## config.mk

```make
export PLATFORM = sky130hd
export DESIGN_NAME = seq_cmd_ctrl
export DESIGN_NICKNAME = d
export VERILOG_FILES = /design/src/rtl/seq_pkg.sv /design/src/rtl/seq_opreg.sv /design/src/rtl/seq_fsm.sv /design/src/rtl/seq_drive.sv /design/src/rtl/seq_cmd_ctrl.sv
export SDC_FILE = /design/constraint.sdc
export NUM_CORES = 1
export LEC_CHECK = 0
export BUFFER_PORTS_ARGS = -buffer_cell sky130_fd_sc_hd__buf_2
export CAP_MARGIN = 10
export CORE_MARGIN = 10
export CORE_UTILIZATION = 43
export DETAILED_ROUTE_END_ITERATION = 10
export GPL_TIMING_DRIVEN = 0
export PLACE_DENSITY = 0.83
export SYNTH_ARGS = -nofsm -noshare
export SYNTH_HDL_FRONTEND = slang
export SYNTH_HIERARCHICAL = 1
export SYNTH_SLANG_ARGS = --single-unit
export TNS_END_PERCENT = 5
```

## constraint.sdc

```tcl
create_clock -name clk -period 3.3 [get_ports clk]
set_clock_uncertainty 0.2 [all_clocks]
set_input_delay 0.33 -clock clk [delete_from_list [all_inputs] [get_ports clk]]
set_output_delay 0.33 -clock clk [all_outputs]
set_load 0.02 [all_outputs]
```

## src/rtl/seq_pkg.sv

```systemverilog
package seq_pkg;

  localparam int OPC_W = 3;
  localparam int NST   = 7;

  typedef enum logic [OPC_W-1:0] {
    OPC_WREG  = 3'd0,
    OPC_RDOUT = 3'd1,
    OPC_OLOAD = 3'd2,
    OPC_OSTOR = 3'd3,
    OPC_TRANS = 3'd4,
    OPC_SKEW  = 3'd5,
    OPC_DRAW  = 3'd6,
    OPC_NONE  = 3'd7
  } opc_e;

  localparam int ST_FETCH = 0;
  localparam int ST_WDATA = 1;
  localparam int ST_RDOUT = 2;
  localparam int ST_OBJ   = 3;
  localparam int ST_ARG   = 4;
  localparam int ST_XWAIT = 5;
  localparam int ST_DWAIT = 6;

  typedef logic [NST-1:0] st_t;

  function automatic st_t st_bit(input int idx);
    st_t s;
    s = '0;
    s[idx] = 1'b1;
    return s;
  endfunction

  // state entered once a command byte is accepted
  function automatic st_t after_fetch(input opc_e op);
    case (op)
      OPC_WREG:            return st_bit(ST_WDATA);
      OPC_RDOUT:           return st_bit(ST_RDOUT);
      OPC_OLOAD, OPC_OSTOR: return st_bit(ST_OBJ);
      OPC_TRANS, OPC_SKEW: return st_bit(ST_ARG);
      OPC_DRAW:            return st_bit(ST_DWAIT);
      default:             return st_bit(ST_FETCH);
    endcase
  endfunction

endpackage

```

## src/rtl/seq_opreg.sv

```systemverilog
module seq_opreg
  import seq_pkg::*;
#(
  parameter int DATA_W = 8,
  localparam int IDX_W = DATA_W - OPC_W
) (
  input  logic              clk,
  input  logic              rst_n,
  input  logic              cap,
  input  logic [DATA_W-1:0] byte_i,
  output opc_e              op_q,
  output logic [IDX_W-1:0]  idx_q
);

  always_ff @(posedge clk) begin
    if (!rst_n) begin
      op_q  <= OPC_NONE;
      idx_q <= '0;
    end else if (cap) begin
      op_q  <= opc_e'(byte_i[DATA_W-1 -: OPC_W]);
      idx_q <= byte_i[IDX_W-1:0];
    end
  end

endmodule

```

## src/rtl/seq_fsm.sv

```systemverilog
module seq_fsm
  import seq_pkg::*;
(
  input  logic clk,
  input  logic rst_n,
  input  logic fetch_acc,
  input  opc_e fetch_op,
  input  logic in_valid,
  input  logic out_ready,
  input  logic xf_done,
  input  logic draw_done,
  output st_t  st_q
);

  st_t st_d;

  always_comb begin
    st_d = st_q;
    unique case (1'b1)
      st_q[ST_FETCH]: if (fetch_acc) st_d = after_fetch(fetch_op);
      st_q[ST_WDATA]: if (in_valid)  st_d = st_bit(ST_FETCH);
      st_q[ST_RDOUT]: if (out_ready) st_d = st_bit(ST_FETCH);
      st_q[ST_OBJ]:                  st_d = st_bit(ST_FETCH);
      st_q[ST_ARG]:   if (in_valid)  st_d = st_bit(ST_XWAIT);
      st_q[ST_XWAIT]: if (xf_done)   st_d = st_bit(ST_FETCH);
      st_q[ST_DWAIT]: if (draw_done) st_d = st_bit(ST_FETCH);
      default:                       st_d = st_bit(ST_FETCH);
    endcase
  end

  always_ff @(posedge clk) begin
    if (!rst_n) st_q <= st_bit(ST_FETCH);
    else        st_q <= st_d;
  end

endmodule

```

## src/rtl/seq_drive.sv

```systemverilog
module seq_drive
  import seq_pkg::*;
#(
  parameter int DATA_W = 8,
  localparam int IDX_W = DATA_W - OPC_W
) (
  input  st_t               st,
  input  opc_e              op_q,
  input  logic [IDX_W-1:0]  idx_q,
  input  logic              fetch_acc,
  input  opc_e              fetch_op,
  input  logic              in_valid,
  input  logic [DATA_W-1:0] in_byte,
  input  logic [DATA_W-1:0] reg_rdata,
  output logic              in_ready,
  output logic [DATA_W-1:0] out_byte,
  output logic              out_valid,
  output logic [IDX_W-1:0]  reg_addr,
  output logic              reg_we,
  output logic [DATA_W-1:0] reg_wdata,
  output logic              obj_load,
  output logic              obj_store,
  output logic [IDX_W-1:0]  obj_idx,
  output logic              xf_start,
  output logic              xf_skew,
  output logic [DATA_W-1:0] xf_operand,
  output logic              draw_start
);

  always_comb begin
    in_ready   = st[ST_FETCH] | st[ST_WDATA] | st[ST_ARG];
    out_valid  = st[ST_RDOUT];
    out_byte   = st[ST_RDOUT] ? reg_rdata : '0;
    reg_addr   = idx_q;
    reg_we     = st[ST_WDATA] & in_valid;
    reg_wdata  = in_byte;
    obj_idx    = idx_q;
    obj_load   = st[ST_OBJ] & (op_q == OPC_OLOAD);
    obj_store  = st[ST_OBJ] & (op_q == OPC_OSTOR);
    xf_start   = st[ST_ARG] & in_valid;
    xf_skew    = (op_q == OPC_SKEW);
    xf_operand = in_byte;
    draw_start = fetch_acc & (fetch_op == OPC_DRAW);
  end

endmodule

```

## src/rtl/seq_cmd_ctrl.sv

```systemverilog
module seq_cmd_ctrl
  import seq_pkg::*;
#(
  parameter int DATA_W = 8,
  localparam int IDX_W = DATA_W - OPC_W
) (
  input  logic              clk,
  input  logic              rst_n,
  input  logic [DATA_W-1:0] in_byte,
  input  logic              in_valid,
  output logic              in_ready,
  output logic [DATA_W-1:0] out_byte,
  output logic              out_valid,
  input  logic              out_ready,
  output logic [IDX_W-1:0]  reg_addr,
  output logic              reg_we,
  output logic [DATA_W-1:0] reg_wdata,
  input  logic [DATA_W-1:0] reg_rdata,
  output logic              obj_load,
  output logic              obj_store,
  output logic [IDX_W-1:0]  obj_idx,
  output logic              xf_start,
  output logic              xf_skew,
  output logic [DATA_W-1:0] xf_operand,
  input  logic              xf_done,
  output logic              draw_start,
  input  logic              draw_done,
  output logic [NST-1:0]    state_dbg
);

  st_t              st;
  opc_e             op_q;
  logic [IDX_W-1:0] idx_q;
  logic             fetch_acc;
  opc_e             fetch_op;

  // named internal events, visible to the checker
  assign fetch_acc = st[ST_FETCH] & in_valid;
  assign fetch_op  = opc_e'(in_byte[DATA_W-1 -: OPC_W]);
  assign state_dbg = st;

  seq_opreg #(.DATA_W(DATA_W)) u_opreg (
    .clk    (clk),
    .rst_n  (rst_n),
    .cap    (fetch_acc),
    .byte_i (in_byte),
    .op_q   (op_q),
    .idx_q  (idx_q)
  );

  seq_fsm u_fsm (
    .clk       (clk),
    .rst_n     (rst_n),
    .fetch_acc (fetch_acc),
    .fetch_op  (fetch_op),
    .in_valid  (in_valid),
    .out_ready (out_ready),
    .xf_done   (xf_done),
    .draw_done (draw_done),
    .st_q      (st)
  );

  seq_drive #(.DATA_W(DATA_W)) u_drive (
    .st         (st),
    .op_q       (op_q),
    .idx_q      (idx_q),
    .fetch_acc  (fetch_acc),
    .fetch_op   (fetch_op),
    .in_valid   (in_valid),
    .in_byte    (in_byte),
    .reg_rdata  (reg_rdata),
    .in_ready   (in_ready),
    .out_byte   (out_byte),
    .out_valid  (out_valid),
    .reg_addr   (reg_addr),
    .reg_we     (reg_we),
    .reg_wdata  (reg_wdata),
    .obj_load   (obj_load),
    .obj_store  (obj_store),
    .obj_idx    (obj_idx),
    .xf_start   (xf_start),
    .xf_skew    (xf_skew),
    .xf_operand (xf_operand),
    .draw_start (draw_start)
  );

endmodule

```

## Yosys cells after proc, flatten, opt, wreduce, memory -nomap -nowiden

Index checks and enable logic that the tools add are counted.

- Logic and storage cells: 40
- Flip-flop bits (word level): 15
- Bits of input ports: 22

- Muxes and demuxes: 9
- Reduce and logical (&&, ||, !) cells: 4
- Bitwise logic cells: 8
- Equal/unequal tests: 15

Operators with widths:

| kind | count |
|---|---|
| $pmux 7 s6 | 1 |
| $pmux 7 s5 | 1 |
| $mux 7 | 2 |
| $eq 3x2->1 const B | 4 |
| $eq 3x3->1 const B | 4 |
| $mux 6 | 2 |
| $ne 2x2->1 const B | 5 |
| $mux 4 | 2 |
| $mux 8 | 1 |
| $and 1x1->1 | 6 |
| $reduce_and 6->1 | 1 |
| $reduce_or 2->1 | 2 |
| $eq 3x1->1 const B | 1 |
| $logic_not 3->1 | 1 |
| $ne 2x1->1 const B | 1 |
| $or 1x1->1 | 2 |

## Depth between registers and ports, before layout

Gate-level depths: netlist of the first run.

- Depth in word-level cells: 5
- Mapped depth: 5
- Gate-level depth less buffers: 5

## Hierarchy

Netlist of the first run, hierarchy kept.

By module, submodules not included:

| module | times used | cells an instance | area each (sq um) |
|---|---|---|---|
| seq_fsm | 1 | 43 | 347.8 |
| seq_drive | 1 | 42 | 314.1 |
| seq_opreg | 1 | 25 | 294.0 |
| seq_cmd_ctrl | 1 | 1 | 6.3 |

## Worst setup path before layout of the first run

Ideal clock, no wire load.

- Path kind: reg-to-output
- Start: reg u_fsm.st_q[0]
- End: out draw_start
- Arrival time: 1051 ps
- Required time: 2770 ps
- Path slack: 1719 ps
- Cell stages (with the launch flop): 3
- Path buffers: 0
- Path through: dfxtp_1 and2_1 and4b_1

- Cells in the longest elaborated chain, start to end: 2

Ends and longest elaborated chain:

| what | line | text |
|---|---|---|
| from (decl) | seq_fsm.sv:12 | `output st_t st_q` |
| from (signal assigned) | seq_fsm.sv:32 | `if (!rst_n) st_q <= st_bit(ST_FETCH);` |
| from (signal assigned) | seq_fsm.sv:33 | `else st_q <= st_d;` |
| $and 1x1->1 | seq_cmd_ctrl.sv:38 | `assign fetch_acc = st[ST_FETCH] & in_valid;` |
| via fetch_acc | seq_cmd_ctrl.sv:34 | `logic fetch_acc;` |
| $and 1x1->1 | seq_drive.sv:43 | `draw_start = fetch_acc & (fetch_op == OPC_DRAW);` |
| to (decl) | seq_cmd_ctrl.sv:26 | `output logic draw_start,` |

The timed path passes the listed nets, and every way through them passes these cells.

## Worst setup path after layout of the first run

Ends and elaborated chain as after synthesis.

==> metrics.cfg, run 1 <==
[cts]
insertion_delay_ns = 0.27
clock-sinks = 15
cts_hold_buf = 0
cts.repair.resized = 0
clock_path_buffers = 2
cts_tree = built
path_clk_slew_ns = 0.09
cts_buffers = 3
h-tree-depth = 1
root_buffer = clkbuf_4
cts_setup_buffers = 0

[synth]
synth_cell_type_count = 23
synth_warnings = 6
netlist_area_um2 = 962
ys_ff_latch = 15
ys_seq_area_share_pct = 31.2
syn_nets = 133
avgSynthCellArea_um2 = 8.67
synthCells = 111

[worst_setup_path]
rr_worst_depth = 4
reg2reg_to = u_fsm/st_q[3]$_SDFFE_PN0P_
rrSetupSlack_ns = 1.70
end_kind = output pin
critical_path_class = flop to output pin
endpoint = draw_start
arrival_ns = 1.38
crit_fanout = 7
start_kind = flop
cp.required_ns = 2.77
crit_start = u_fsm/st_q[0]$_SDFF_PN1_
rr_startpoint = u_fsm/st_q[0]$_SDFF_PN1_

[layout]
n_fill_cell = 201
layout.nets = 208
area_growth_pct = 42.9
drive_above_1_share_pct = 57.3
antennaDiodeCount = 0
finalInstanceArea_um2 = 1380

[timing]
hold_viol = 0
tightest_slew_ns = 0.296
fin_ws_ns = 1.39
min_period_ns = 1.91
finalSetupViolCount = 0
hold_slack_ns = 0.123
tns_ns = 0
max_freq_mhz = 524
grt_setup_unrepaired = no
finalCritPeriodShare_pct = 57.8
relSlewSlack_pct = 80.3
drv_slew = 0

[flow_run]
maxCapViolCount = 0

[grt]
grt_overflow_total = 0
grt_max_degree = 14
grt.total_usage_pct = 11.7
first_global_vias = 985
grt_pass1_wl_um = 4310
antenna_found_initial = 0

[die]
die_y_um = 67.3
placementRows = 17
die-area_um2 = 4530
pin_count = 71
start_util_pct = 44.3
die_w_um = 67.3
coreArea_um2 = 2170

[placed_design]
globalplace.congestion = 0.825
place_hpwl_um = 2390
port_buffers = 70
placed_area_um2 = 1350
post-place-ws_ns = 1.67

[detailed_routing]
top_layer = met4
vias = 967
avgRoutedWirePerCell_um = 13.2
firstDrtPassIters = 4
wl_met2_um = 1490
wl_met3_um = 332
met1Wirelength_um = 973
wirelength_um = 2820
via_per_inst = 4.54
ant_nets = 0
detail_route.iter0.violations = 28
drcViolationCount = 0

[power]
p_total_mw = 0.463
ir_drop_mv = 0.253
leakagePower_nw = 0.794
power_density_nw_per_um2 = 336

[run_status]
status = complete, no violations

[hold_path]
hold_path.class = input port to flop
min_from = rst_n

[layout by cell type, fill, tap and decap left out, types with 3 or more instances in the layout]
| cell | n |
|---|---|
| a21oi_1 | 3 |
| buf_2 | 70 |
| nor2b_1 | 7 |
| a22oi_1 | 3 |
| buf_4 | 27 |
| dfxtp_1 | 15 |
| nor4_1 | 3 |
| nor2_1 | 6 |
| and2_1 | 10 |
| mux2i_1 | 9 |
| nand2_1 | 11 |
| clkbuf_4 | 3 |
[worst max-delay path: stages (launching register included)]
cell	delay, ns
dfxtp_1	0.44
and2_1	0.28
and4b_1	0.22
buf_2	0.16
[flip-flops by register name (all words and copies together), names as in the netlist]
signal         cells
u_fsm/st_q         7
u_opreg/op_q       3
u_opreg/idx_q      5
[final cells by class]
cell class	count	area (um2)	share of cell area [%]
sequential	15	300	21.8
tap	28	35.0	2.55
multi-input combinational	67	444	32.3
timing repair buffer	70	350	25.5
clock inverter	1	5.00	0.364
clock buffer	3	22.5	1.64
inverter	1	3.75	0.273
buffer	28	214	15.6
[synth_stat cells (all sizes together)]
master	instances	area, um2
nor4	3	18.8
nand2	11	41.3
nor2b	9	71.3
or3	2	12.5
a21oi	3	15.0
and4b	2	20.0
and4bb	1	12.5
inv	1	3.75
a22oi	3	22.5
nor3	2	10.0
o21ai	1	5.00
and3b	1	8.76
nand3	1	5.00
nor2	6	22.5
and2	11	70.1
o211a	1	10.0
buf	28	214
mux2i	9	90.1
dfxtp	15	300
a211o	1	8.76
[layer usage]
layer,up-vias,global-route usage [%]
met5,-,0
met4,0,4.62
met3,2,2.98
met2,44,22.4
met1,427,11.7
li1,494,-
[stage by stage]
| stage | util [%] | instances |
|---|---|---|
| final | 63.4 | 213 |
| after global routing | 63.4 | 213 |
| after CTS | 63.4 | 213 |
| after detailed placement | 62.1 | 209 |
| after global placement | 62.1 | 209 |
| after floorplan | - | 111 |
[cell families (layout without fill, tap and decap cells)]
| family | after synthesis | after routing | synth area share [%] |
|---|---|---|---|
| buffers and inverters | 29 | 103 | 22.6 |
| multiplexers | 9 | 9 | 9.36 |
| AND/OR/NAND/NOR | 49 | 49 | 30.4 |
| flip-flops | 15 | 15 | 31.2 |
| AO/OA/AOI/OAI | 9 | 9 | 6.37 |
[how the worst min path moves through the flow]
stage,endpoint,slack (ns),cells past startpoint
2_1_floorplan,u_opreg/op_q[0]$_SDFFE_PN1P_,0.19,1
3_3_place_gp,u_fsm/st_q[3]$_SDFFE_PN0P_,0.28,2
3_5_place_dp,u_fsm/st_q[3]$_SDFFE_PN0P_,0.29,2
4_1_cts,u_opreg/op_q[0]$_SDFFE_PN1P_,0.11,2
5_1_grt,u_opreg/op_q[1]$_SDFFE_PN1P_,0.12,2
6_report,u_opreg/op_q[0]$_SDFFE_PN1P_,0.12,2
[power breakdown]
part	switching [mW]	leakage, nW	internal [mW]	total [mW]
registers	0.0108	0.123	0.192	0.203
logic	0.0856	0.653	0.0737	0.159
clock network	0.0558	0.0177	0.0449	0.101
total	0.152	0.794	0.310	0.463
Note: power is estimated with default switching activity, not from simulation.
==> run 2, diff against run 1 <==
--- a/config.mk
+++ b/config.mk
@@ -5,13 +5,14 @@
 export SDC_FILE = /design/constraint.sdc
 export NUM_CORES = 1
 export LEC_CHECK = 0
+export ABC_AREA = 1
 export BUFFER_PORTS_ARGS = -buffer_cell sky130_fd_sc_hd__buf_2
 export CAP_MARGIN = 10
 export CORE_MARGIN = 10
-export CORE_UTILIZATION = 43
+export CORE_UTILIZATION = 37
 export DETAILED_ROUTE_END_ITERATION = 10
 export GPL_TIMING_DRIVEN = 0
-export PLACE_DENSITY = 0.83
+export PLACE_DENSITY = 0.74
 export SYNTH_ARGS = -nofsm -noshare
 export SYNTH_HDL_FRONTEND = slang
 export SYNTH_HIERARCHICAL = 1
==> constraint.sdc (replaced) <==
create_clock -name clk -period 1.5 [get_ports clk]
set_clock_uncertainty 0.2 [all_clocks]
set_input_delay 0.15 -clock clk [delete_from_list [all_inputs] [get_ports clk]]
set_output_delay 0.15 -clock clk [all_outputs]
set_load 0.02 [all_outputs]
==> metrics.cfg, run 2 <==
[synth]
ys_seq_area_share_pct = 29.4
synthCells = 167
avgSynthCellArea_um2 = 6.12
synthTopCellsByArea = dfxtp_1 29%, buf_4 20%, nand2_1 18%, inv_1 11%, nor2_1 8.4%
ys.flop_type = dfxtp_1
ys_ff_latch = 15
synth_cell_type_count = 14
ys_async_sr_fraction_pct = 0
yosysMostFrequentCell = nand2_1
synth_top_cell_by_area = dfxtp_1
netlist_area_um2 = 1020
yosysTopAreaCellShare_pct = 29.4
synth_warnings = 6
syn_nets = 189
ys_top_cells_by_count = 48 x nand2_1, 31 x inv_1, 27 x buf_4, 23 x nor2_1, 15 x dfxtp_1
synth_edf_count = 0

[timing]
relSlewSlack_pct = 88.9
hold_slack_ns = 0.0207
finalCritPeriodShare_pct = 96.2
grt_setup_unrepaired = yes
tightest_slew_ns = 0.166
hold_viol = 0
finalSetupViolCount = 0
min_period_ns = 1.44
max_freq_mhz = 693
drv_slew = 0

[detailed_routing]
via_per_inst = 4.15
drcViolationCount = 0
wirelength_um = 3250
avgRoutedWirePerCell_um = 11.3
detail_route.iter0.violations = 50
vias = 1198
firstDrtPassIters = 4
ant_nets = 0

[power]
power_density_nw_per_um2 = 715
ir_drop_mv = 0.464
leakagePower_nw = 1.06
p_total_mw = 1.16

[die]
coreArea_um2 = 2710
die_w_um = 72.6
die_y_um = 72.6
start_util_pct = 37.7
placementRows = 19
pin_count = 71
die-area_um2 = 5260

[cts]
h-tree-depth = 1
clock-sinks = 15
cts_tree = built
root_buffer = clkbuf_4
insertion_delay_ns = 0.29
clock_path_buffers = 2
cts_buffers = 3
path_clk_slew_ns = 0.09

[worst_setup_path]
rr_startpoint = u_fsm/st_q[0]$_SDFF_PN1_
cp.required_ns = 1.15
start_kind = input port
crit_start = in_byte[4]
critical_path_class = input port to output pin
worst_path_most_repeated_cell = buf_2
path_cells = dlygate4sd3_1 > buf_2 > buf_4 > buf_2
cp_slowest_cell = dlygate4sd3_1
cpPeakStageDelay_ns = 0.54
crit_fanout = 3
end_kind = output pin
arrival_ns = 1.09

[hold_path]
min_from = in_byte[6]
hold_path.class = input port to flop

[layout]
drive_above_1_share_pct = 45.0
area_growth_pct = 58.9
largest-register = u_fsm/st_q
mostFrequentLayoutCells = 70 x buf_2, 47 x nand2_1, 33 x buf_4
top_regs = u_fsm/st_q (7), u_opreg/idx_q (5), u_opreg/op_q (3)
finalInstanceArea_um2 = 1620
layout.nets = 281
antennaDiodeCount = 0
layout.cells.non_filler = 289
largest_reg_flops = 7
n_fill_cell = 265
final_common_cell = buf_2

[placed_design]
port_buffers = 70
place_hpwl_um = 2460
placed_area_um2 = 1410
place_inst = 268
globalplace.congestion = 0.819

[grt]
use_met3_pct = 4.50
grt_max_degree = 11
antenna_found_initial = 0
grt_pass1_wl_um = 5200
first_global_vias = 1190
grt.total_usage_pct = 11.9
grt_overflow_total = 0
use_met1_pct = 12.3
top_usage_layer = met2
use_met2_pct = 20.6

[run_status]
status = complete, no violations

[flow_run]
maxCapViolCount = 0

-- run 2: cells by family (layout without fill, tap and decap cells) --
kind of cell	count (synthesis)	count (layout)	synth area share [%]
AND/OR/NAND/NOR	84	84	33.7
buffers and inverters	61	152	33.3
flip-flops	15	15	29.4
AO/OA/AOI/OAI	7	7	3.67
-- run 2: final cells by class --
cell class / count / area [um2] / share of cell area (%)
plain buffers: 30 / 226 / 13.9
well taps: 31 / 38.8 / 2.39
inverters: 31 / 119 / 7.32
clock inverters: 1 / 5.00 / 0.308
flip-flops and latches: 15 / 308 / 19.0
repair buffers: 87 / 513 / 31.6
multi-input cells: 91 / 392 / 24.1
clock buffers: 3 / 22.5 / 1.39
-- run 2: final timing paths --
check	endpoint	slack, ns	cells after the start
setup / recovery	reg_wdata[4]	0.06	4
hold / removal	u_fsm/st_q[6]$_SDFF_PN0_	0.02	3
setup reg to reg	u_fsm/st_q[3]$_SDFFE_PN0P_	0.12	10
hold reg to reg	u_opreg/idx_q[3]$_SDFFE_PN0P_	0.29	2
-- run 2: layer usage --
| metal | up-vias | wire length [um] |
|---|---|---|
| met1 | 500 | 1230 |
| met4 | 0 | 53 |
| met3 | 6 | 309 |
| met2 | 45 | 1660 |
| met5 | - | 0 |
| li1 | 647 | - |
-- run 2: critical path, delay by kind of cell --
kind	cells	cell delay (ns)
buffers and inverters	4	0.94
-- run 2: stage by stage --
step                setup TNS (ns)  util, %  worst slack [ns]
floorplan                        0        -            0.0912
global placement           -0.0445     52.1           -0.0445
detailed placement         -0.0471     52.1           -0.0471
CTS                              0     59.0          0.000906
global route               -0.0297     59.9           -0.0170
finish                           0     59.9            0.0565
-- run 2: what timing repair did --
action	in CTS	in global routing
resized for setup	6	4
hold endpoints to repair	15	0
pin swaps	0	2
hold buffers	13	0
setup endpoints to repair	10	11
buffers inserted	2	2
-- run 2: power by group --
part | internal [mW] | leakage (nW) | total [mW] | switching, mW
Clock | 0.0993 | 0.0177 | 0.237 | 0.137
Sequential | 0.430 | 0.124 | 0.459 | 0.0296
Combinational | 0.214 | 0.915 | 0.465 | 0.251
Total | 0.743 | 1.06 | 1.16 | 0.418
